===== src/rtl/sipo_drv_pkg.sv =====
package sipo_drv_pkg;
    localparam int unsigned DEF_WIDTH = 8;

    typedef enum logic {
        OUT_GATED  = 1'b0,
        OUT_FOLLOW = 1'b1
    } out_mode_e;
endpackage


===== src/rtl/sipo_edge.sv =====
module sipo_edge (
    input  logic clk,
    input  logic rst_n,
    input  logic lvl,
    output logic rise
);
    logic lvl_q;

    always_ff @(posedge clk or negedge rst_n) begin
        if (!rst_n) lvl_q <= 1'b0;
        else        lvl_q <= lvl;
    end

    assign rise = lvl & ~lvl_q;


    single_pulse_chk: assert property (@(posedge clk) disable iff (!rst_n)
        rise |=> !rise);
endmodule


===== src/rtl/sipo_chain.sv =====
module sipo_chain #(
    parameter int unsigned WIDTH = sipo_drv_pkg::DEF_WIDTH
) (
    input  logic             clk,
    input  logic             clr_n,
    input  logic             step,
    input  logic             din,
    output logic [WIDTH-1:0] chain
);
    generate
        if (WIDTH == 1) begin : g_single
            always_ff @(posedge clk or negedge clr_n) begin
                if (!clr_n)    chain <= '0;
                else if (step) chain <= din;
            end
        end else begin : g_multi
            always_ff @(posedge clk or negedge clr_n) begin
                if (!clr_n)    chain <= '0;
                else if (step) chain <= {chain[WIDTH-2:0], din};
            end


            shift_up_chk: assert property (@(posedge clk) disable iff (!clr_n)
                step |=> chain[WIDTH-1:1] == $past(chain[WIDTH-2:0]));
        end
    endgenerate


    entry_bit_chk: assert property (@(posedge clk) disable iff (!clr_n)
        step |=> chain[0] == $past(din));


    chain_hold_chk: assert property (@(posedge clk) disable iff (!clr_n)
        !step |=> $stable(chain));


    chain_clear_chk: assert property (@(posedge clk)
        !clr_n |-> chain == '0);
endmodule


===== src/rtl/sipo_hold.sv =====
module sipo_hold
    import sipo_drv_pkg::*;
#(
    parameter int unsigned WIDTH = DEF_WIDTH
) (
    input  logic             clk,
    input  logic             clr_n,
    input  logic             load,
    input  logic [WIDTH-1:0] chain,
    input  logic             oe_n,
    output logic [WIDTH-1:0] sink_on
);
    logic [WIDTH-1:0] held;
    out_mode_e        mode;

    always_ff @(posedge clk or negedge clr_n) begin
        if (!clr_n)    held <= '0;
        else if (load) held <= chain;
    end

    assign mode = oe_n ? OUT_GATED : OUT_FOLLOW;

    always_comb begin
        unique case (mode)
            OUT_GATED:  sink_on = '0;
            OUT_FOLLOW: sink_on = held;
        endcase
    end


    load_copy_chk: assert property (@(posedge clk) disable iff (!clr_n)
        load |=> held == $past(chain));


    held_keep_chk: assert property (@(posedge clk) disable iff (!clr_n)
        !load |=> $stable(held));


    held_clear_chk: assert property (@(posedge clk)
        !clr_n |-> held == '0);
endmodule


===== src/rtl/sipo_sink_driver.sv =====
module sipo_sink_driver #(
    parameter int unsigned WIDTH = sipo_drv_pkg::DEF_WIDTH
) (
    input  logic             clk,
    input  logic             rst_n,
    input  logic             shift_clk,
    input  logic             latch_clk,
    input  logic             ser_in,
    input  logic             clr_n,
    input  logic             oe_n,
    output logic [WIDTH-1:0] sink_on,
    output logic             ser_out
);
    localparam int unsigned LAST = WIDTH - 1;

    logic             clr_all_n;
    logic             shift_rise;
    logic             latch_rise;
    logic [WIDTH-1:0] chain;

    assign clr_all_n = rst_n & clr_n;

    sipo_edge u_shift_edge (
        .clk   (clk),
        .rst_n (rst_n),
        .lvl   (shift_clk),
        .rise  (shift_rise)
    );

    sipo_edge u_latch_edge (
        .clk   (clk),
        .rst_n (rst_n),
        .lvl   (latch_clk),
        .rise  (latch_rise)
    );

    sipo_chain #(.WIDTH(WIDTH)) u_chain (
        .clk   (clk),
        .clr_n (clr_all_n),
        .step  (shift_rise),
        .din   (ser_in),
        .chain (chain)
    );

    sipo_hold #(.WIDTH(WIDTH)) u_hold (
        .clk     (clk),
        .clr_n   (clr_all_n),
        .load    (latch_rise),
        .chain   (chain),
        .oe_n    (oe_n),
        .sink_on (sink_on)
    );

    assign ser_out = chain[LAST];


    gate_off_chk: assert property (@(posedge clk)
        oe_n |-> sink_on == '0);


    reset_quiet_chk: assert property (@(posedge clk)
        !rst_n |-> (sink_on == '0 && !ser_out));
endmodule


===== config.mk =====
export PLATFORM = sky130hd
export DESIGN_NAME = sipo_sink_driver
export DESIGN_NICKNAME = d
export VERILOG_FILES = /design/src/rtl/sipo_drv_pkg.sv /design/src/rtl/sipo_edge.sv /design/src/rtl/sipo_chain.sv /design/src/rtl/sipo_hold.sv /design/src/rtl/sipo_sink_driver.sv
export SDC_FILE = /design/constraint.sdc
export NUM_CORES = 1
export LEC_CHECK = 0
export ABC_AREA = 1
export CAP_MARGIN = 20
export CORE_MARGIN = 5
export CORE_UTILIZATION = 48
export DETAILED_ROUTE_END_ITERATION = 16
export GPL_TIMING_DRIVEN = 0
export PLACE_DENSITY = 0.76
export SYNTH_ARGS = -nofsm -noshare
export SYNTH_HDL_FRONTEND = slang
export SYNTH_HIERARCHICAL = 1
export SYNTH_SLANG_ARGS = --single-unit
export TNS_END_PERCENT = 50

===== constraint.sdc =====
create_clock -name clk -period 1.2 [get_ports clk]
set_input_delay 0.3 -clock clk [delete_from_list [all_inputs] [get_ports clk]]
set_output_delay 0.3 -clock clk [all_outputs]
set_load 0.03 [all_outputs]

==> metrics.txt, run 1 <==
Die X 49.8 um; initial antenna violation count 0; Synth area leader dfrtp_1; Period minus WS final ~1300 ps; Fmax achieved 0.795 GHz; leakage about 0.55 nW; main combinational cell family by area after synthesis simple AND/OR/NAND/NOR gates; Post-Synth XOR/XNOR Area 0%; post-DR wirelength/cell 9.98 um; Die Y-Extent roughly 50 um; status finished, violations left; H-tree depth 1; TritonCTS Sinks 18; highest metal used met4; Critical Path Fanout Max 2; R2R depth 5; setup ws final -57.9 ps; wl on met1 around 550 um; Compound-Gate Fraction of Synth Area 0%; power per cell area 1500 mW/mm^2; CTS clk-pin slew, worst paths around 90 ps; cell count after synthesis between 90 and 100; Post-Synth Simple-Gate Area between 20 and 30%; relative slew slack about three fifths; Layout Nets 122; Post-Route Setup TNS -233 ps; crit start category flip-flop; top-area cell type share of the netlist area 59.2%; unrepaired setup endpoints after global routing true; Seq/Total Area, Yosys roughly three fifths; Core Box Area 0.00151 sq mm; final period utilization 105%; crit-path cells inv_1 > nor2_1 > buf_4; Mapped Nets 100; global-route wire length before repair ~2300 um; DRC errors left 0; Mean Syn Cell Area between 8 and 9 sq um; Slew @ Worst Pin between 500 and 600 ps; slowest stage delay, CP 360 ps; fin util roughly 63%; CTS Root Cell clkbuf_4; ranking of synthesized cells by area dfrtp_1 59%, nand2_1 24%, inv_1 5.4%; final hold vios 0; IO buf count 14; fill count 147; GRT Overall Usage about an eighth; max-slew violation count 0; Mapped Area ~760 sq um; worst hold slack 175 ps; layout cells sized above 1 between 15 and 20%; post-synthesis mux area share 0%; CTS tree yes; number of iterations in the first detailed-routing pass 4; number of global-route vias before repair 538; adder-cell share of the synthesized area 0%; worst path bufs/invs 2; Syn. warnings 6; final wirelength between 1000 and 1500 um; Row Count 14; FF-to-FF End u_chain/chain[7]; metal2 WL roughly 600 um; Synth Register Bits 18; number of max-cap violations 0; critical path class reg -> out; endpoints failing setup 8; Placer Congestion between 0.7 and 0.8; post-route ant nets 0; failing checks setup timing; P&R area growth vs syn 24.5%; vias just under 600; clock buffer depth 2; hpwl dp around 950 um; critical path's slowest cell dfrtp_1; Worst VDD drop slightly below 800 uV; ANT cells 0; initial DRC count 4; Die ar. 0.00248 sq mm; initial core utilization about half; vias per cell 4.54; Reg-to-Reg Start u_shift_edge/lvl_q; clk_skew 4.02 ps; largest net degree at the start of global routing 17; Arr. time, crit path around 960 ps; Worst Hold Class in -> async; I/O pin count 16; Critical Path End Type output port; Worst EP required ~900 ps; Netlist cell types 9; clk_lat worst skew 290 ps; R2R setup slack around 280 ps; CP top delay family flip-flops; Remaining Overflow, GRT 0; met3 wire len just under 90 um; CTS buffer count 3
worst max path at each step:
stage                         startpoint    endpoint  slack [ps]  cells after the start
after floorplan                     oe_n  sink_on[0]          30                      2
after global routing      u_hold/held[6]  sink_on[6]        -160                      3
after CTS                 u_hold/held[2]  sink_on[2]         -40                      3
final                     u_hold/held[7]  sink_on[7]         -60                      3
after global placement              oe_n  sink_on[0]        -320                      3
after detailed placement            oe_n  sink_on[2]        -330                      3
kinds of logic after synthesis:
logic type    after synthesis
simple gates               59
flops                      18
buf+inv                    16
timing repair:
item                                    4_1_cts  5_1_grt
setup buffers                                 0        3
pin swaps                                     0        1
hold buffers                                  0        0
gates resized for setup                      53        3
endpoints found under the setup margin        9        9
layout make-up:
type	count	area [sq um]	share of cell area [%]
Buffer	3	27.5	2.91
Clock buffer	3	22.5	2.38
Inverter	13	56.3	5.94
Multi-Input combinational cell	59	226	23.9
Tap cell	16	20.0	2.11
Timing Repair Buffer	17	144	15.2
Sequential cell	18	450	47.6
power breakdown:
part           internal [mW]  switching, mW  total (mW)
sequential             0.711         0.0694       0.781
clock                  0.117          0.169       0.285
combinational          0.152          0.200       0.352
cell usage after synthesis:
cell type,number
inv_2,1
inv_8,1
inv_1,11
nand2_1,49
buf_6,2
buf_2,1
nor2_1,8
nor2_2,2
dfrtp_1,18
per-layer routing:
| layer | GRT usage, % | up-vias |
|---|---|---|
| met2 | 17.6 | 13 |
| met1 | 13.7 | 262 |
| met3 | 5.72 | 4 |
| met5 | 0 | - |
| li1 | - | 307 |
| met4 | 7.86 | 0 |
sequential cells by signal (all words and copies together), names as in the netlist:
signal / cells
u_chain/chain: 8
u_latch_edge/lvl_q: 1
u_hold/held: 8
u_shift_edge/lvl_q: 1
layout by cell type, fill, tap and decap left out:
cell,instances
inv_2,1
dfrtp_1,18
clkdlybuf4s50_1,5
nor2_1,8
nand2_1,49
clkbuf_4,3
nor2_2,2
buf_2,1
inv_8,1
buf_6,3
buf_4,11
inv_1,11
worst register-to-register path: stages, from the launching register on:
cell and delay (ps):
dfrtp_1 390, nor2_2 120, buf_6 130, inv_2 70, nand2_1 60, nand2_1 50
through the flow:
step	area [sq um]	instances	total power, mW	setup slack, ps
floorplan	761	93	0.995	34.8
detailed placement	921	123	1.13	-325
global route	947	129	1.52	-158
CTS	918	126	1.39	-41.5
finish	947	129	1.42	-57.9
global placement	921	123	1.11	-320
Note: power is estimated with default switching activity, not from simulation.
==> run 2: changes to the inputs <==
- CAP_MARGIN: 20 -> 10
- CORE_UTILIZATION: 48 -> 58
- DONT_BUFFER_PORTS: unset -> 1
- PLACE_DENSITY: 0.76 -> 0.74
==> metrics.txt, run 2 (same netlist as run 1, synthesis figures left out) <==
P&R area growth vs syn 15.6%; hpwl dp 839 um (-12%); Worst Setup SP u_hold/held[1]; post-DR wirelength/cell 10.1 um (+0.85%); Reg-to-Reg Start u_shift_edge/lvl_q; vias 517 (-12%); CTS buffer count 3 (unchanged); Row Count 13 (-1); initial DRC count 12 (+8); Slew @ Worst Pin 590 ps (+17.6 ps); Remaining Overflow, GRT 0 (unchanged); Worst VDD drop 1020 uV (+31%); Top Registers u_chain/chain: 8 flops, u_hold/held: 8 flops; Worst EP required 900 ps (about the same); ANT cells 0 (unchanged); endpoints failing setup 1 (-7); placed insts 108 (-12%); Core Box Area 0.00127 sq mm (-16%); initial antenna violation count 0 (unchanged); failing checks setup timing; max-slew violation count 0 (unchanged); crit start category flip-flop; GRT Overall Usage 12.9% (+0.94 points); IO buf count 0 (-14); clk_skew 0.487 ps (-3.54 ps); DRC errors left 0 (unchanged); commonest non-fill, non-tap cell in the layout nand2_1; global-route wire length before repair 1930 um (-15%); final period utilization 101% (-4.2 points); number of global-route vias before repair 471 (-12%); leading cell types in the layout, fill and taps excluded 49 x nand2_1, 18 x dfrtp_1, 8 x nor2_4; Die Y-Extent 46.2 um (-7.2%); Fmax achieved 0.828 GHz (+4.1%); Period minus WS final 1210 ps (-49.8 ps); Placer Congestion 0.729 (-0.80%); post-route ant nets 0 (unchanged); Layout Nets 107 (-12%); grt met1 use 17.0% (+3.3 points); largest net degree at the start of global routing 17 (unchanged); final cell count without fillers 113 (-12%); vias per cell 4.58 (+0.72%); H-tree depth 1 (unchanged); leakage 0.473 nW (-14%); Post-Route Setup TNS -8.07 ps (+225 ps); number of max-cap violations 0 (unchanged); Critical Path Fanout Max 2 (unchanged); relative slew slack 60.6% (-1.2 points); clk_lat worst skew 280 ps (about the same); met3 Use GR 2.34% (-3.4 points); status finished, violations left; setup ws final -8.07 ps (+49.8 ps); unrepaired setup endpoints after global routing true; I/O pin count 16 (unchanged); Critical Path End sink_on[1]; R2R depth 5 (unchanged); FF-to-FF End u_chain/chain[6]; Arr. time, crit path 910 ps (-50 ps); clock buffer depth 2 (unchanged); Die ar. 0.00214 sq mm (-14%); TritonCTS Sinks 18 (unchanged); CTS clk-pin slew, worst paths 90 ps (about the same); final hold vios 0 (unchanged); R2R setup slack 270 ps (about the same); final wirelength 1140 um (-12%); critical path class reg -> out; CTS tree yes; Most Used Layer, Global Route met2; number of iterations in the first detailed-routing pass 4 (unchanged); Critical Path End Type output port; CTS Root Cell clkbuf_4; initial core utilization 60.0% (+9.5 points); fin util 69.3% (+6.5 points); power per cell area 1560 mW/mm^2 (+4.0%); Worst Hold Class in -> async; Die X 46.2 um (-7.2%); Total Power 1.37 mW (-3.4%); layout cells sized above 1 24.5% (+5.0 points); met2 Resource Use GR 19.2% (+1.6 points)
## run 2: cell count changes in the layout (fill, tap and decap cells not counted), sizes merged
cell | previous run | this run
buf | 15 | 4
clkdlybuf4s50 | 5 | 0
dlygate4sd3 | 0 | 1
## run 2: worst min-delay path by stage
stage	startpoint	to	slack [ps]	cells past startpoint
after floorplan	rst_n	u_latch_edge/lvl_q	4	0
after global placement	rst_n	u_latch_edge/lvl_q	4	0
after detailed placement	rst_n	u_latch_edge/lvl_q	4	0
after CTS	clr_n	u_chain/chain[3]	10	2
after global routing	latch_clk	u_latch_edge/lvl_q	20	0
final	clr_n	u_hold/held[7]	0.7	2
## run 2: layer usage
metal	up-vias	routed length, um
met5	-	0
met4	0	0
met3	0	77
met2	14	513
met1	224	546
li1	279	-
## run 2: cell type report
cell class,instances,area (sq um)
flip-flops and latches,18,450
multi-input cells,59,287
repair buffers,2,17.5
well taps,15,18.8
fillers,104,389
inverters,13,56.3
plain buffers,3,27.5
clock buffers,3,22.5
## run 2: critical path, cell delays in order, from the launching register on
cell	delay, ps
dfrtp_1	370
inv_2	50
nor2_4	200
## run 2: power breakdown
| part | internal, mW | total (mW) | switching [mW] |
|---|---|---|---|
| Sequential | 0.711 | 0.797 | 0.0859 |
| Clock | 0.116 | 0.277 | 0.161 |
| Combinational | 0.0928 | 0.295 | 0.202 |
## run 2: through the flow
step / worst slack (ps) / hold slack (ps) / instance area (sq um)
5_1_grt: -47.1 / 18.7 / 880
4_1_cts: -10.2 / 11.4 / 872
6_report: -8.07 / 0.725 / 880
2_1_floorplan: 34.8 / 4.41 / 761
3_3_place_gp: 2.15 / 4.46 / 779
3_5_place_dp: -8.87 / 4.47 / 779
## run 2: timing repair
item | 4_1_cts | 5_1_grt
endpoints found under the setup margin | 8 | 8
setup buffers | 0 | 1
hold endpoints to repair | 2 | 0
resized for setup | 18 | 3
hold buffers | 1 | 0
pin swaps | 0 | 1
